[config.mk]
export PLATFORM = sky130hd
export DESIGN_NAME = imdu_top
export DESIGN_NICKNAME = d
export VERILOG_FILES = /design/src/rtl/imdu_pkg.sv /design/src/rtl/imdu_sigbits.sv /design/src/rtl/imdu_mul_step.sv /design/src/rtl/imdu_div_step.sv /design/src/rtl/imdu_top.sv
export SDC_FILE = /design/constraint.sdc
export NUM_CORES = 2
export LEC_CHECK = 0
export BUFFER_PORTS_ARGS = -buffer_cell sky130_fd_sc_hd__buf_2
export CORE_MARGIN = 2
export CORE_UTILIZATION = 40
export DETAILED_ROUTE_END_ITERATION = 7
export GPL_TIMING_DRIVEN = 0
export MAX_ROUTING_LAYER = met4
export PLACE_DENSITY = 0.61
export SLEW_MARGIN = 20
export SYNTH_ARGS = -nofsm -noshare
export SYNTH_HDL_FRONTEND = slang
export SYNTH_HIERARCHICAL = 1
export SYNTH_SLANG_ARGS = --single-unit
[constraint.sdc]
create_clock -name clk -period 9.4 [get_ports clk]
set_input_delay 1.41 -clock clk [delete_from_list [all_inputs] [get_ports clk]]
set_output_delay 1.41 -clock clk [all_outputs]
set_load 0.005 [all_outputs]
[src/rtl/imdu_pkg.sv]
package imdu_pkg;

    typedef enum logic [2:0] {
        S_IDLE  = 3'd0,
        S_MITER = 3'd1,
        S_DPAD  = 3'd2,
        S_DNORM = 3'd3,
        S_DITER = 3'd4,
        S_FIX   = 3'd5
    } imdu_state_e;

endpackage

[src/rtl/imdu_sigbits.sv]
// Significant-bit count of an unsigned value: index of the top set bit plus one.
module imdu_sigbits #(
    parameter int W  = 64,
    localparam int SW = $clog2(W + 1)
) (
    input  logic [W-1:0]  val,
    output logic [SW-1:0] nsig
);

    always_comb begin
        nsig = '0;
        for (int i = 0; i < W; i++) begin
            if (val[i]) nsig = SW'(i + 1);
        end
    end

endmodule

[src/rtl/imdu_mul_step.sv]
// One radix-2^CHUNK multiply step: add mcand*digit into the upper half, shift right.
module imdu_mul_step #(
    parameter int XLEN  = 64,
    parameter int CHUNK = 16
) (
    input  logic [2*XLEN-1:0] acc_i,
    input  logic [XLEN-1:0]   mcand_i,
    input  logic [CHUNK-1:0]  digit_i,
    output logic [2*XLEN-1:0] acc_o
);

    logic [XLEN+CHUNK-1:0]   pp;
    logic [XLEN+CHUNK:0]     upper;
    logic [2*XLEN+CHUNK:0]   joined;

    always_comb begin
        pp     = {{CHUNK{1'b0}}, mcand_i} * {{XLEN{1'b0}}, digit_i};
        upper  = {1'b0, {CHUNK{1'b0}}, acc_i[2*XLEN-1:XLEN]} + {1'b0, pp};
        joined = {upper, acc_i[XLEN-1:0]};
        acc_o  = joined[2*XLEN+CHUNK-1:CHUNK];
    end

endmodule

[src/rtl/imdu_div_step.sv]
// One restoring divide step on a partial remainder and a quotient shift register.
module imdu_div_step #(
    parameter int XLEN = 64
) (
    input  logic [XLEN-1:0] rem_i,
    input  logic [XLEN-1:0] quo_i,
    input  logic [XLEN-1:0] dvsr_i,
    output logic [XLEN-1:0] rem_o,
    output logic [XLEN-1:0] quo_o
);

    logic [XLEN:0]   trial;
    logic            fits;
    logic [XLEN-1:0] diff;

    always_comb begin
        trial = {rem_i, quo_i[XLEN-1]};
        fits  = (trial >= {1'b0, dvsr_i});
        diff  = trial[XLEN-1:0] - dvsr_i;
        rem_o = fits ? diff : trial[XLEN-1:0];
        quo_o = {quo_i[XLEN-2:0], fits};
    end

endmodule

[src/rtl/imdu_top.sv]
module imdu_top
    import imdu_pkg::*;
#(
    parameter int XLEN         = 64,
    parameter int MUL_CHUNK    = 16,
    parameter int DIV_MIN_BITS = 12,
    parameter int DIV_PAD      = 6
) (
    input  logic            clk,
    input  logic            rst_n,
    input  logic            start,
    input  logic            op_div,
    input  logic            op_signed,
    input  logic            op_wide,
    input  logic [XLEN-1:0] src_a,
    input  logic [XLEN-1:0] src_b,
    output logic            busy,
    output logic            done,
    output logic [XLEN-1:0] res_hi,
    output logic [XLEN-1:0] res_lo
);

    localparam int HALF     = XLEN / 2;
    localparam int NSTEP_W  = XLEN / MUL_CHUNK;
    localparam int NSTEP_N  = HALF / MUL_CHUNK;
    localparam int SW       = $clog2(XLEN + 1);
    localparam int CW       = $clog2(XLEN + DIV_PAD + 2) + 1;
    localparam int PAD_LOAD = (DIV_PAD > 0) ? DIV_PAD - 1 : 0;

    typedef struct packed {
        imdu_state_e      st;
        logic [CW-1:0]    cnt;
        logic             is_div;
        logic             wide;
        logic             neg_a;
        logic             neg_b;
        logic             zero_b;
        logic [XLEN-1:0]  ma;
        logic [XLEN-1:0]  mb;
        logic [XLEN-1:0]  quo;
        logic [XLEN-1:0]  rem;
        logic [2*XLEN-1:0] acc;
        logic             done;
        logic [XLEN-1:0]  hi;
        logic [XLEN-1:0]  lo;
    } imdu_regs_t;

    imdu_regs_t r_q, r_d;

    logic [SW-1:0]     sig_w;
    logic [2*XLEN-1:0] acc_nx;
    logic [XLEN-1:0]   rem_nx;
    logic [XLEN-1:0]   quo_nx;

    function automatic logic [XLEN-1:0] ext_half(input logic [XLEN-1:0] v, input logic s);
        return s ? {{HALF{v[HALF-1]}}, v[HALF-1:0]} : {{HALF{1'b0}}, v[HALF-1:0]};
    endfunction

    imdu_sigbits #(.W(XLEN)) u_sig (
        .val  (r_q.ma),
        .nsig (sig_w)
    );

    imdu_mul_step #(.XLEN(XLEN), .CHUNK(MUL_CHUNK)) u_mstep (
        .acc_i   (r_q.acc),
        .mcand_i (r_q.ma),
        .digit_i (r_q.mb[MUL_CHUNK-1:0]),
        .acc_o   (acc_nx)
    );

    imdu_div_step #(.XLEN(XLEN)) u_dstep (
        .rem_i  (r_q.rem),
        .quo_i  (r_q.quo),
        .dvsr_i (r_q.mb),
        .rem_o  (rem_nx),
        .quo_o  (quo_nx)
    );

    always_comb begin
        logic [XLEN-1:0]   ext_a, ext_b, pn, qv, rv;
        logic [2*XLEN-1:0] pw;
        logic              na, nb;
        int                nbits;

        r_d      = r_q;
        r_d.done = 1'b0;
        ext_a    = op_wide ? src_a : ext_half(src_a, op_signed);
        ext_b    = op_wide ? src_b : ext_half(src_b, op_signed);
        na       = op_signed & ext_a[XLEN-1];
        nb       = op_signed & ext_b[XLEN-1];
        pn       = '0;
        qv       = '0;
        rv       = '0;
        pw       = '0;
        nbits    = 0;

        unique case (r_q.st)
            S_IDLE: begin
                if (start) begin
                    r_d.is_div = op_div;
                    r_d.wide   = op_wide;
                    r_d.neg_a  = na;
                    r_d.neg_b  = nb;
                    r_d.ma     = na ? -ext_a : ext_a;
                    r_d.mb     = nb ? -ext_b : ext_b;
                    r_d.zero_b = (ext_b == '0);
                    r_d.acc    = '0;
                    r_d.rem    = '0;
                    r_d.quo    = '0;
                    if (op_div) begin
                        if (DIV_PAD > 0) begin
                            r_d.st  = S_DPAD;
                            r_d.cnt = CW'(PAD_LOAD);
                        end else begin
                            r_d.st  = S_DNORM;
                        end
                    end else begin
                        r_d.st  = S_MITER;
                        r_d.cnt = op_wide ? CW'(NSTEP_W - 1) : CW'(NSTEP_N - 1);
                    end
                end
            end
            S_MITER: begin
                r_d.acc = acc_nx;
                r_d.mb  = r_q.mb >> MUL_CHUNK;
                if (r_q.cnt == '0) r_d.st = S_FIX;
                else               r_d.cnt = r_q.cnt - 1'b1;
            end
            S_DPAD: begin
                if (r_q.cnt == '0) r_d.st = S_DNORM;
                else               r_d.cnt = r_q.cnt - 1'b1;
            end
            S_DNORM: begin
                nbits   = (int'(sig_w) > DIV_MIN_BITS) ? int'(sig_w) : DIV_MIN_BITS;
                r_d.quo = r_q.ma << (XLEN - nbits);
                r_d.rem = '0;
                r_d.cnt = CW'(nbits - 1);
                r_d.st  = S_DITER;
            end
            S_DITER: begin
                r_d.rem = rem_nx;
                r_d.quo = quo_nx;
                if (r_q.cnt == '0) r_d.st = S_FIX;
                else               r_d.cnt = r_q.cnt - 1'b1;
            end
            S_FIX: begin
                if (!r_q.is_div) begin
                    if (r_q.wide) begin
                        pw     = (r_q.neg_a ^ r_q.neg_b) ? -r_q.acc : r_q.acc;
                        r_d.hi = pw[2*XLEN-1:XLEN];
                        r_d.lo = pw[XLEN-1:0];
                    end else begin
                        pn     = r_q.acc[XLEN+HALF-1:HALF];
                        pn     = (r_q.neg_a ^ r_q.neg_b) ? -pn : pn;
                        r_d.hi = ext_half(pn >> HALF, 1'b1);
                        r_d.lo = ext_half(pn, 1'b1);
                    end
                end else begin
                    qv = (r_q.neg_a ^ r_q.neg_b) ? -r_q.quo : r_q.quo;
                    rv = r_q.neg_a ? -r_q.rem : r_q.rem;
                    if (r_q.zero_b) begin
                        qv = '1;
                        rv = r_q.neg_a ? -r_q.ma : r_q.ma;
                    end
                    r_d.hi = r_q.wide ? rv : ext_half(rv, 1'b1);
                    r_d.lo = r_q.wide ? qv : ext_half(qv, 1'b1);
                end
                r_d.done = 1'b1;
                r_d.st   = S_IDLE;
            end
            default: r_d.st = S_IDLE;
        endcase
    end

    always_ff @(posedge clk) begin
        if (!rst_n) r_q <= '0;
        else        r_q <= r_d;
    end

    assign busy   = (r_q.st != S_IDLE);
    assign done   = r_q.done;
    assign res_hi = r_q.hi;
    assign res_lo = r_q.lo;

endmodule

Word-level counts from Yosys, hierarchy flattened
Index checks and enable logic that the tools add are counted.
{"block": "totals", "output_inout_bits": 130, "ff_bits": 529, "elab_cells": 152, "inputBits": 134}
{"block": "op_classes", "multipliers": 1, "shift": 1, "muxes": 95, "reduce_logical": 14, "n_eq_ne": 9, "n_addsub": 12, "n_lt_le_gt_ge": 2, "n_bitwise": 3}
{"operator": "64-bit 2-to-1 mux", "count": 15}
{"operator": "400-bit 2-to-1 mux", "count": 1}
{"operator": "128-bit 2-to-1 mux", "count": 3}
{"operator": "64-bit negator", "count": 6}
{"operator": "128-bit case mux with 3 select lines", "count": 1}
{"operator": "128-bit case mux with 2 select lines", "count": 1}
{"operator": "6-bit 2-to-1 mux", "count": 32}
{"operator": "129-bit 2-to-1 mux", "count": 1}
{"operator": "128-bit negator", "count": 1}
{"operator": "64-bit case mux with 2 select lines", "count": 1}
{"operator": "64-bit by 80-bit adder with 80-bit output", "count": 1}
{"operator": "64-bit by 16-bit multiplier with 80-bit output", "count": 1}
{"operator": "5-bit 2-to-1 mux", "count": 16}
{"operator": "65-bit by 64-bit greater-or-equal comparator with 1-bit output", "count": 1}
{"operator": "64-bit zero test", "count": 1}
{"operator": "64-bit by 32-bit << shifter with 64-bit output", "count": 1}
{"operator": "64-bit subtractor", "count": 1}
{"operator": "4-bit 2-to-1 mux", "count": 8}
{"operator": "8-bit case mux with 3 select lines", "count": 1}
{"operator": "3-bit 2-to-1 mux", "count": 6}
{"operator": "7-bit 2-to-1 mux", "count": 2}
{"operator": "3-bit case mux with 4 select lines", "count": 1}
{"operator": "10-bit 2-to-1 mux", "count": 1}
{"operator": "3-bit nonzero test", "count": 3}
{"operator": "21 further kinds", "count": 31}

Longest topological paths before layout
{"block": "logic_depth", "word_depth": 69, "ltp_mapped": 27}

Hierarchy
Netlist, hierarchy kept.
{"mod": "imdu_top", "seq_area_each_um2": 10590.2, "area_per_inst_um2": 38524.4, "cells_each": 5148, "n_inst": 1}
{"mod": "imdu_mul_step", "seq_area_each_um2": 0.0, "area_per_inst_um2": 34389.2, "cells_each": 4116, "n_inst": 1}
{"mod": "imdu_div_step", "seq_area_each_um2": 0.0, "area_per_inst_um2": 5272.6, "cells_each": 821, "n_inst": 1}
{"mod": "imdu_sigbits", "seq_area_each_um2": 0.0, "area_per_inst_um2": 814.5, "cells_each": 142, "n_inst": 1}

Worst setup path before layout
OpenSTA, ideal clock, no wires.
{"block": "synth_path", "path_type": "reg-to-reg", "start": "reg r_q[394] in the netlist's numbering", "end": "reg r_q[254] in the netlist's numbering", "setup_ns": 0.070, "setup_slack_ns": 2.666, "arrival_ns": 6.664, "path_stages_with_launch": 26, "period_less_slack_ns": 6.734, "path_cell_list": "dfxtp_1 -> clkbuf_1 -> clkbuf_1 -> nand2_1 -> fa_1 -> inv_1 -> fa_1 -> inv_1 -> fa_1 -> inv_1 -> fa_1 -> fa_1 -> inv_1 -> fa_1 -> inv_1 -> ha_1 -> a21o_1 -> a311o_1 -> o311a_1 -> a311oi_4 -> o31ai_2 -> a21oi_2 -> mux2i_1 -> and3_1 -> nand2_1 -> a21oi_1"}
{"block": "synth_between", "elab_chain_cells": 3}
{"element": "start: declaration", "line": "imdu_top.sv:48", "source": "imdu_regs_t r_q, r_d;"}
{"element": "start signal: assignment", "line": "imdu_top.sv:177", "source": "else r_q <= r_d;"}
{"element": "64-bit by 16-bit multiplier with 80-bit output", "line": "imdu_mul_step.sv:17", "source": "pp = {{CHUNK{1'b0}}, mcand_i} * {{XLEN{1'b0}}, digit_i};"}
{"element": "64-bit by 80-bit adder with 80-bit output", "line": "imdu_mul_step.sv:18", "source": "upper = {1'b0, {CHUNK{1'b0}}, acc_i[2*XLEN-1:XLEN]} + {1'b0, pp};"}
{"element": "net acc_nx[125]", "line": "imdu_top.sv:51", "source": "logic [2*XLEN-1:0] acc_nx;"}
{"element": "128-bit case mux with 2 select lines", "line": "imdu_top.sv:97", "source": "unique case (r_q.st)"}
The timed path passes the listed nets, and every way through them passes these cells.
A chain may end at the register's enable or synchronous reset.

Worst setup path in the final report
{"block": "layout_path", "start": "reg r_q[394] in the netlist's numbering", "end": "reg r_q[243] in the netlist's numbering"}
Same word-level chain as after synthesis.

==> impl_metrics.csv <==
group,metric,value,unit
status,status,"finished, violations left",
status,violations,"design-rule violations",
final_layout,layout_common_cells,"nand2_1, inv_1, fa_1",
die,num_rows,163,
critical_path,slowest_delay,0.91,ns
synthesis,yosysUniqueCellTypes,131,
clock_network,clk_path_buf_depth,3,
critical_path,reg2reg_depth,24,
clock_network,cts_htree_levels,2,
drt,routed-via-count,82300,
sta,hold_ws,0.438,ns
sta,finalHoldViolations,0,
drt,firstDrtPassIters,8,
die,ioPinCount,264,
power_and_ir_drop,powerDensity,270,nW/um^2
sta,slew_viol_final,0,
grt,grt_max_degree,21,
drt,drt_wl_total,438,mm
sta,tightest_slew,1.31,ns
critical_path,cp-end-kind,"flop",
grt,globalRoute.totalOverflow,0,
run,drv_cap,0,
critical_path,cp_top_family,"adder cells",
synthesis,ys.flop_type,"dfxtp_1",
synthesis,synthesis.area,79000,sq um
sta,finClkSkew,0.0292,ns
critical_path,cp_num_buf_inv,6,
power_and_ir_drop,p_leak,0.0382,uW
die,die_area,201000,sq um
clock_network,ctsRootBufferMaster,"clkbuf_16",
final_layout,final_common_cell,"nand2_1",
synthesis,synth-async-reset-ratio,0,%
sta,slew-limit-headroom,13.0,%
grt,grt_antenna_before_repair,61,
critical_path,worst-path-stages,24,
sta,fin_crit,9.26,ns
critical_path,start_kind,"flop",
drt,routedWlPerCell,32.9,microns
clock_network,path_clk_slew,0.06,ns
final_layout,multiInputGateArea,58900,sq um
synthesis,synth_warnings,6,
clock_network,cts_tree,"yes",
die,die_h,448,microns
die,start_util,40.1,%
critical_path,path_max_fanout,10,
placed_design,dp_hpwl,361,mm
synthesis,syn_avg_cell_area,7.72,sq um
drt,routed_via_density,6.18,
critical_path,cp.arrival,9.88,ns
sta,finalSetupTns,0,ns
sta,setup_viol,0,
critical_path,ff2ff_setup_slack,0.14,ns
clock_network,post_cts_buffers,0,
clock_network,clk-insertion-delay-late,0.71,ns
synthesis,synthesis.nets,11500,
synthesis,postSynthCellCount,10200,
synthesis,synth_edf_count,0,
grt,grt_pass1_wl,606,mm
min_path,whs_path_depth,2,
die,core,197000,sq um
drt,drtIter0Drc,9941,
power_and_ir_drop,vdd_ir_drop_max,199,uV
grt,grt_pass1_vias,79200,
final_layout,syn2layout_area_growth,9.56,%
placed_design,place_inst,13200,
final_layout,drive_gt1_share,9.60,%
critical_path,cpMostUsedCell,"fa_1",
drt,drcViolationCount,5,
final_layout,final_cells,13300,
synthesis,yosysSeqAreaShare,13.4,%
critical_path,crit_required,10.02,ns
placed_design,port_buffers,261,
critical_path,path_cells,"clkbuf_2 > clkbuf_1 > nand2_1 > fa_1 > inv_1 > fa_1 > fa_1 > fa_1 > fa_1 > inv_1 > fa_1 > inv_1 > ha_1 > clkbuf_1 > nand3_1 > nor3_1 > nand3_1 > a21oi_1 > nor2_1 > o21ai_1 > a21oi_1 > xnor2_1 > nand2_1 > a21oi_1",
final_layout,seq_area,10600,sq um
die,die_x,448,microns
synthesis,ys_ff_latch,529,
final_layout,layout.nets,11900,
min_path,hold_path.class,"reg -> reg",
sta,fin_crit_sh,98.5,%
grt,grt_use_total,44.0,%
final_layout,fillers,20300,
critical_path,cp_slowest_cell,"clkbuf_1",
clock_network,clock-sinks,529,
critical_path,criticalPathCategory,"reg -> reg",
sta,fmax,0.108,GHz
placed_design,gp_congestion,1.12,
clock_network,cts_made_buffers,60,
drt,ant_nets,0,
per-layer routing:
metal | GRT usage [%] | routed length (microns) | vias to the layer above
met5 | - | 0 | -
met4 | 28.4 | 33900 | 0
met3 | 9.08 | 43800 | 1213
met2 | 63.3 | 186000 | 5158
met1 | 56.0 | 174000 | 41100
li1 | - | - | 34800
state kept, by name, indices dropped and copies added, names as in the netlist:
signal / flops
r_q: 400
res_hi: 64
res_lo: 64
done: 1
worst paths after layout:
check | from | endpoint
hold / removal | r_q[525]$_SDFFE_PN0P_ | r_q[525]$_SDFFE_PN0P_
setup reg to reg | r_q[394]$_SDFFE_PN0P_ | r_q[243]$_SDFFE_PN0P_
setup / recovery | r_q[394]$_SDFFE_PN0P_ | r_q[243]$_SDFFE_PN0P_
hold reg to reg | r_q[525]$_SDFFE_PN0P_ | r_q[525]$_SDFFE_PN0P_
layout make-up:
cell class | instances | share of cell area, %
plain buffers | 952 | 5.60
inverters | 1297 | 5.63
repair buffers | 287 | 2.17
clock inverters | 37 | 0.419
multi-input cells | 7448 | 68.0
flip-flops and latches | 529 | 12.3
diodes | 51 | 0.147
well taps | 2640 | 3.82
clock buffers | 72 | 1.89
cells in the mapped netlist (46+ instances only):
library cell	count	area, sq um
o22ai_1	64	400
o21ai_1	56	280
fa_1	931	18600
nor4_1	88	551
inv_1	1290	4840
nand2_1	1393	5230
nand3_1	248	1240
or4_1	73	548
dfxtp_1	529	10600
buf_4	251	1880
or3_1	81	507
a22oi_1	145	1090
nor3_1	192	961
a21o_1	60	450
and3_1	51	319
mux2i_1	106	1060
o41ai_1	46	403
o31ai_1	90	676
buf_1	69	259
xnor2_1	244	2140
and2_1	360	2250
xor2_1	251	2200
nand4_1	80	500
a21oi_1	743	3720
a31oi_1	98	613
o21ai_0	406	2030
ha_1	227	2840
nor2_1	538	2020
a211oi_1	100	751
clkbuf_1	570	2140
report_power, final:
part           internal, uW  switching [uW]
clock network          1360            1140
registers              2510             920
logic                  5130           12300
total                  9000           14400
logic make-up (layout without fill, tap and decap cells):
family,Yosys count,count (layout),share of synthesized area [%]
simple gates,3324,3324,20.1
other cells,0,51,0
buf+inv,2250,2645,12.2
xor+xnor,495,495,5.49
flops,529,529,13.4
compound gates,2303,2303,18.8
fa+ha+maj,1158,1158,27.2
mux,168,168,2.80
worst reg2reg max path, cell delays in order, from the launching register on:
cell      delay, ns
dfxtp_1        0.45
clkbuf_2       0.65
clkbuf_1       0.94
nand2_1        0.22
fa_1           0.59
inv_1          0.05
fa_1           0.58
fa_1           0.51
fa_1           0.53
fa_1           0.56
inv_1          0.06
fa_1           0.53
inv_1          0.04
ha_1           0.26
clkbuf_1       0.40
nand3_1        0.22
nor3_1         0.28
nand3_1        0.11
a21oi_1        0.60
nor2_1         0.26
o21ai_1        0.63
a21oi_1        0.18
xnor2_1        0.30
nand2_1        0.10
a21oi_1        0.13
metrics by stage:
| step | instance area [sq um] | power, uW | setup WS (ns) | util [%] |
|---|---|---|---|---|
| 2_1_floorplan | 79000 | 13100 | 2.67 | - |
| 3_3_place_gp | 83600 | 20000 | -0.793 | 42.5 |
| 3_5_place_dp | 84300 | 20100 | 0.0910 | 42.9 |
| 4_1_cts | 86300 | 22600 | 0.0907 | 43.9 |
| 5_1_grt | 86500 | 24300 | -0.00366 | 43.9 |
| 6_report | 86600 | 23400 | 0.141 | 44.0 |
what timing repair did:
action / 4_1_cts / 5_1_grt
endpoints found under the setup margin: 0 / 8
gates resized for setup: 0 / 18
hold buffers: 0 / 0
(Power assumes the default switching activity.)
